<file path="config.mk">
export PLATFORM = sky130hd
export DESIGN_NAME = cyc_irq_timer
export DESIGN_NICKNAME = d
export VERILOG_FILES = /design/src/rtl/cyc_timer_pkg.sv /design/src/rtl/cyc_timer_regs.sv /design/src/rtl/cyc_timer_count.sv /design/src/rtl/cyc_timer_pend.sv /design/src/rtl/cyc_irq_timer.sv
export SDC_FILE = /design/constraint.sdc
export NUM_CORES = 1
export LEC_CHECK = 0
export ABC_AREA = 1
export BUFFER_PORTS_ARGS = -buffer_cell sky130_fd_sc_hd__buf_2
export CORE_ASPECT_RATIO = 0.75
export CORE_UTILIZATION = 35
export CTS_CLUSTER_SIZE = 12
export DETAILED_ROUTE_END_ITERATION = 6
export SLEW_MARGIN = 40
export SYNTH_ARGS = -nofsm -noshare
export SYNTH_HDL_FRONTEND = slang
export SYNTH_HIERARCHICAL = 1
export SYNTH_SLANG_ARGS = --single-unit
</file>
<file path="constraint.sdc">
create_clock -name clk_i -period 2.7 [get_ports clk_i]
set_input_delay 0.135 -clock clk_i [delete_from_list [all_inputs] [get_ports clk_i]]
set_output_delay 0.135 -clock clk_i [all_outputs]
set_load 0.005 [all_outputs]
</file>
<file path="src/rtl/cyc_timer_pkg.sv">
package cyc_timer_pkg;
  localparam int unsigned REGION_W = 4;
  localparam logic [REGION_W-1:0] LATCH_BASE = 4'h8;
  localparam logic [REGION_W-1:0] CTRL_CODE  = 4'hC;
  localparam logic [REGION_W-1:0] ACK_CODE   = 4'hD;

  // Control data bit positions
  localparam int unsigned CTRL_REARM_BIT = 0;
  localparam int unsigned CTRL_RUN_BIT   = 1;
  localparam int unsigned CTRL_MODE8_BIT = 2;

  typedef struct packed {
    logic rearm;
    logic run;
    logic mode8;
  } ctrl_t;
endpackage

</file>
<file path="src/rtl/cyc_timer_regs.sv">
module cyc_timer_regs
  import cyc_timer_pkg::*;
#(
  parameter int unsigned CNT_W  = 16,
  parameter int unsigned DATA_W = 8,
  parameter int unsigned NIB_W  = 4
) (
  input  logic                clk_i,
  input  logic                rst_ni,
  input  logic                wr_en_i,
  input  logic [REGION_W-1:0] wr_region_i,
  input  logic [DATA_W-1:0]   wr_data_i,
  output logic [CNT_W-1:0]    latch_o,
  output ctrl_t               ctrl_o,
  output logic                ctrl_wr_o,
  output logic                ack_wr_o
);
  localparam int unsigned NIBS = CNT_W / NIB_W;

  assign ctrl_wr_o = wr_en_i && (wr_region_i == CTRL_CODE);
  assign ack_wr_o  = wr_en_i && (wr_region_i == ACK_CODE);

  for (genvar g = 0; g < NIBS; g++) begin : g_nib
    localparam logic [REGION_W-1:0] CODE = LATCH_BASE + REGION_W'(g);
    always_ff @(posedge clk_i or negedge rst_ni) begin
      if (!rst_ni) latch_o[g*NIB_W +: NIB_W] <= '0;
      else if (wr_en_i && wr_region_i == CODE)
        latch_o[g*NIB_W +: NIB_W] <= wr_data_i[NIB_W-1:0];
    end
  end

  always_ff @(posedge clk_i or negedge rst_ni) begin
    if (!rst_ni) begin
      ctrl_o <= '0;
    end else if (ctrl_wr_o) begin
      ctrl_o.rearm <= wr_data_i[CTRL_REARM_BIT];
      ctrl_o.run   <= wr_data_i[CTRL_RUN_BIT];
      ctrl_o.mode8 <= wr_data_i[CTRL_MODE8_BIT];
    end else if (ack_wr_o) begin
      ctrl_o.run <= ctrl_o.rearm;
    end
  end


  ack_run_chk: assert property (@(posedge clk_i) disable iff (!rst_ni)
    ack_wr_o |=> ctrl_o.run == $past(ctrl_o.rearm));

  latch_keep_chk: assert property (@(posedge clk_i) disable iff (!rst_ni)
    !wr_en_i |=> $stable(latch_o));
endmodule

</file>
<file path="src/rtl/cyc_timer_count.sv">
module cyc_timer_count #(
  parameter int unsigned CNT_W = 16,
  parameter int unsigned LOW_W = 8
) (
  input  logic             clk_i,
  input  logic             rst_ni,
  input  logic             tick_i,
  input  logic             load_i,
  input  logic             mode8_i,
  input  logic [CNT_W-1:0] latch_i,
  output logic [CNT_W-1:0] cnt_o,
  output logic             wrap_o
);
  logic lo_full, all_full;

  assign lo_full  = &cnt_o[LOW_W-1:0];
  assign all_full = &cnt_o;
  assign wrap_o   = tick_i && !load_i && (mode8_i ? lo_full : all_full);

  always_ff @(posedge clk_i or negedge rst_ni) begin
    if (!rst_ni) begin
      cnt_o <= '0;
    end else if (load_i) begin
      cnt_o <= latch_i;
    end else if (tick_i) begin
      if (mode8_i) begin
        if (lo_full) cnt_o[LOW_W-1:0] <= latch_i[LOW_W-1:0];
        else         cnt_o[LOW_W-1:0] <= cnt_o[LOW_W-1:0] + LOW_W'(1);
      end else begin
        if (all_full) cnt_o <= latch_i;
        else          cnt_o <= cnt_o + CNT_W'(1);
      end
    end
  end


  hold_chk: assert property (@(posedge clk_i) disable iff (!rst_ni)
    !tick_i && !load_i |=> $stable(cnt_o));

  hi_keep_chk: assert property (@(posedge clk_i) disable iff (!rst_ni)
    tick_i && mode8_i && !load_i |=> $stable(cnt_o[CNT_W-1:LOW_W]));

  load_chk: assert property (@(posedge clk_i) disable iff (!rst_ni)
    load_i |=> cnt_o == $past(latch_i));
endmodule

</file>
<file path="src/rtl/cyc_timer_pend.sv">
module cyc_timer_pend (
  input  logic clk_i,
  input  logic rst_ni,
  input  logic set_i,
  input  logic clr_i,
  output logic pend_o
);
  always_ff @(posedge clk_i or negedge rst_ni) begin
    if (!rst_ni)    pend_o <= 1'b0;
    else if (clr_i) pend_o <= 1'b0;
    else if (set_i) pend_o <= 1'b1;
  end


  clr_chk: assert property (@(posedge clk_i) disable iff (!rst_ni)
    clr_i |=> !pend_o);

  sticky_chk: assert property (@(posedge clk_i) disable iff (!rst_ni)
    pend_o && !clr_i |=> pend_o);
endmodule

</file>
<file path="src/rtl/cyc_irq_timer.sv">
module cyc_irq_timer
  import cyc_timer_pkg::*;
#(
  parameter int unsigned CNT_W  = 16,
  parameter int unsigned LOW_W  = 8,
  parameter int unsigned DATA_W = 8,
  parameter int unsigned NIB_W  = 4
) (
  input  logic                clk_i,
  input  logic                rst_ni,
  input  logic                wr_en_i,
  input  logic [REGION_W-1:0] wr_region_i,
  input  logic [DATA_W-1:0]   wr_data_i,
  input  logic                cpu_ce_i,
  output logic                irq_o
);
  logic [CNT_W-1:0] latch, cnt;
  ctrl_t            ctrl;
  logic             ctrl_wr, ack_wr, tick, load, wrap;

  cyc_timer_regs #(.CNT_W(CNT_W), .DATA_W(DATA_W), .NIB_W(NIB_W)) u_regs (
    .clk_i, .rst_ni, .wr_en_i, .wr_region_i, .wr_data_i,
    .latch_o(latch), .ctrl_o(ctrl), .ctrl_wr_o(ctrl_wr), .ack_wr_o(ack_wr)
  );

  // Any write owns the cycle; the tick is dropped
  assign tick = cpu_ce_i && ctrl.run && !wr_en_i;
  assign load = ctrl_wr && wr_data_i[CTRL_RUN_BIT];

  cyc_timer_count #(.CNT_W(CNT_W), .LOW_W(LOW_W)) u_cnt (
    .clk_i, .rst_ni, .tick_i(tick), .load_i(load), .mode8_i(ctrl.mode8),
    .latch_i(latch), .cnt_o(cnt), .wrap_o(wrap)
  );

  cyc_timer_pend u_pend (
    .clk_i, .rst_ni, .set_i(wrap), .clr_i(ctrl_wr || ack_wr), .pend_o(irq_o)
  );


  rise_needs_tick_chk: assert property (@(posedge clk_i) disable iff (!rst_ni)
    $rose(irq_o) |-> $past(cpu_ce_i && !wr_en_i && ctrl.run));

  wr_prio_chk: assert property (@(posedge clk_i) disable iff (!rst_ni)
    wr_en_i && !load |=> $stable(cnt));

  other_region_chk: assert property (@(posedge clk_i) disable iff (!rst_ni)
    wr_en_i && (wr_region_i < LATCH_BASE || wr_region_i > ACK_CODE)
      |=> $stable(irq_o) && $stable(latch) && $stable(ctrl));
endmodule

</file>
==> summary.txt <==
Outcome
  • Status: finished, final reports clean

Floorplanning
  • Die area: ~6500 um2
  • Starting Density: 0.368
  • I/O pin total: 17
  • Die width: 92.8 um
  • Core Region: about 5900 um2
  • Std cell rows: 24
  • Die Y: between 70 and 80 um

Synthesis
  • Synth Area per Inst: about 7.6 um2
  • Seq/Total Area, Yosys: 0.416
  • Yosys warnings: 6
  • Cell variety after synth: 29
  • Top cells by area, synth: dfrtp_1, nand2_1, nand3_1, inv_1, nor2_1
  • Top_reg_cell synth: dfrtp_1
  • Mapped Area: approximately 2200 um2
  • EDFF count, synth: 0
  • Syn Nets: 300
  • #FFs+latches synth: 36
  • Cell count after synthesis: between 200 and 300
  • Yosys top cell area share: 0.416
  • Commonest cells post-synth: nand2_1, dfrtp_1, inv_1, nand3_1, nor2_1
  • Count leader, synth: nand2_1
  • Dominant cell type by area after synthesis: dfrtp_1
  • Share of flip-flops with an asynchronous set or reset: 1.00

CTS
  • Sink Count: 36
  • Clock buffer depth: 2
  • Setup Buffers After CTS: 0
  • H-tree levels: 2
  • Clk slew on worst S/H paths: about 0.07 ns
  • Root Buffer: clkbuf_8
  • Later-pin clock latency in the skew report: about 0.29 ns
  • Num CTS Buffers: 5
  • CTS tree: done

Timing
  • RSZ-0062 raised after global routing: false
  • Post-Route Skew: roughly 0.0058 ns
  • Worst Tran Pin Value: 0.614 ns
  • Final min period: 1.79 ns
  • Final WS setup: a little over 0.9 ns
  • Endpoints failing hold: 0
  • Max_slew headroom: 0.590
  • Max Clk Rate: 558 MHz
  • Final worst-path cycle share: 0.664
  • Final setup vio count: 0
  • Max Slew Vio Count: 0
  • Setup_tns: 0 ns

Worst setup path
  • Slowest Stage Delay on Critical Path: around 0.46 ns
  • Crit-path most repeated cell: nor2_1
  • Crit path kind: reg -> reg
  • Startpoint types: flop
  • CP Capture Type: flop
  • Cell Chain, Critical Path: ha_1 > nand2_2 > nor2_8 > nand2_4 > nor2_4 > nand3_4 > a21boi_1 > nor2_1 > nor2_1
  • Slowest CP cell: dfrtp_1
  • Crit path max fanout: 6
  • Worst EP required: slightly below 3 ns
  • Arr. time, crit path: 2.01 ns
  • Reg2Reg Depth: 9

Hold path
  • Worst hold stages: 3
  • Hold Crit Class: in -> reg

Place
  • Hpwl dp: 3670 um
  • Setup WS pre-CTS: 0.719 ns
  • Placed Cells: 371
  • Number of I/O port buffers: 12
  • GPL Wtd Cong: 0.799

Layout
  • Proportion of layout cells with a drive suffix above 1: 0.152
  • Nets: between 300 and 400
  • Layout area overhead: 12.5%
  • Inserted Diodes: 0
  • Final core utilization: 0.413
  • Number of cells in the finished layout apart from fillers: between 300 and 400

Global route
  • GR Overflow Total: 0
  • Vias in the first global route: 1710
  • Largest net degree at the start of global routing: 37
  • First-pass GRT wire length: roughly 8700 um
  • Initial antenna violation count: 0
  • GRT Resource Usage Total: 0.174

Routing
  • DRT iter0 DRCs: 150
  • Drt total wl: a little over 5000 um
  • Antenna-violating nets left: 0
  • Residual DRC: 0
  • Vias per cell: ~5.0
  • DR vias: ~1900
  • Initial DRT Pass Iterations: 4
  • Avg WL per Cell: ~13 um

Pwr
  • Pwr/cell area: 644 nW/um2
  • Worst vdd ir: a little over 0.3 mV
  • Leakage: 1.20 nW

Job
  • # Max-Cap Violations: 0
sequential cells by signal, summed over array words and instances (netlist names):
register,flops
u_regs/latch_o,16
u_cnt/cnt_o,16
u_pend/pend_o,1
u_regs/ctrl_o,3
stage by stage:
stage / area [um2] / hold slack (ns) / power (mW)
after floorplan: 2160 / -0.161 / 0.993
after global placement: 2310 / 0.295 / 1.08
after detailed placement: 2320 / 0.134 / 1.10
after CTS: 2430 / 0.175 / 1.58
after global routing: 2430 / 0.197 / 1.68
final: 2430 / 0.173 / 1.57
critical path: cells and delay by family (launching register included):
family,cells,cell delay [ns]
AO/OA/AOI/OAI,1,0.22
AND/OR/NAND/NOR,7,0.85
adder cells (fa/ha/maj),1,0.21
flip-flops,1,0.46
per-layer routing:
metal | share of wire | global-route usage | wire, um | up-vias
li1 | - | - | - | 953
met1 | 0.55 | 0.277 | 2800 | 869
met2 | 0.39 | 0.230 | 2000 | 59
met3 | 0.056 | 0.0414 | 285 | 4
met4 | 0.0066 | 0.0462 | 34 | 0
met5 | 0 | 0 | 0 | -
report_power, final:
| group | switching [mW] | total [mW] | internal, mW |
|---|---|---|---|
| combinational | 0.172 | 0.299 | 0.127 |
| clock | 0.203 | 0.478 | 0.274 |
| sequential | 0.132 | 0.791 | 0.659 |
layout by cell type, fill, tap and decap left out:
master,n
nand2_1,86
dfrtp_1,36
inv_1,30
nand3_1,26
nor2_1,21
o21ai_1,12
buf_2,11
o21ai_0,11
nand4_1,9
nand2_2,6
a22oi_1,6
clkbuf_8,5
xor2_1,5
inv_2,4
nor2_2,3
nand2_4,3
nand3_4,3
a21oi_1,3
or2_1,2
nor2_8,2
nor2_4,2
nand3b_1,2
nand3_2,2
clkbuf_1,1
bufinv_16,1
clkinv_2,1
dlygate4sd3_1,1
buf_4,1
a21boi_1,1
nand4_4,1
or2_2,1
o211ai_1,1
o21bai_1,1
nor3_1,1
ha_1,1
worst paths after layout:
| check | start | endpoint | slack (ns) |
|---|---|---|---|
| setup / recovery | u_cnt/cnt_o[0] | u_pend/pend_o | 0.91 |
| hold / removal | wr_data_i[3] | u_regs/latch_o[7] | 0.17 |
| setup reg to reg | u_cnt/cnt_o[0] | u_pend/pend_o | 0.91 |
| hold reg to reg | u_regs/ctrl_o[1] | u_regs/ctrl_o[1] | 0.49 |
| max in group asynchronous | rst_ni | u_regs/latch_o[15] | 2.01 |
| min in group asynchronous | rst_ni | u_cnt/cnt_o[8] | 0.35 |
timing repair:
| item | 4_1_cts | 5_1_grt |
|---|---|---|
| hold endpoints to repair | 36 | 0 |
| hold buffers | 1 | 0 |
| gates resized for setup | 0 | 0 |
logic make-up after synthesis:
kind of cell,share of synthesized area
adder cells (fa/ha/maj),0.00578
AND/OR/NAND/NOR,0.403
buffers and inverters,0.0636
AO/OA/AOI/OAI,0.0914
XOR/XNOR,0.0202
flip-flops,0.416
final cells by class:
class,count,area [um2]
fillers,625,3450
multi-input cells,211,1130
flip-flops and latches,36,901
inverters,34,128
well taps,78,97.6
clock buffers,6,72.6
repair buffers,13,72.6
clock inverters,2,35.0
Note: power is estimated with default switching activity, not from simulation.
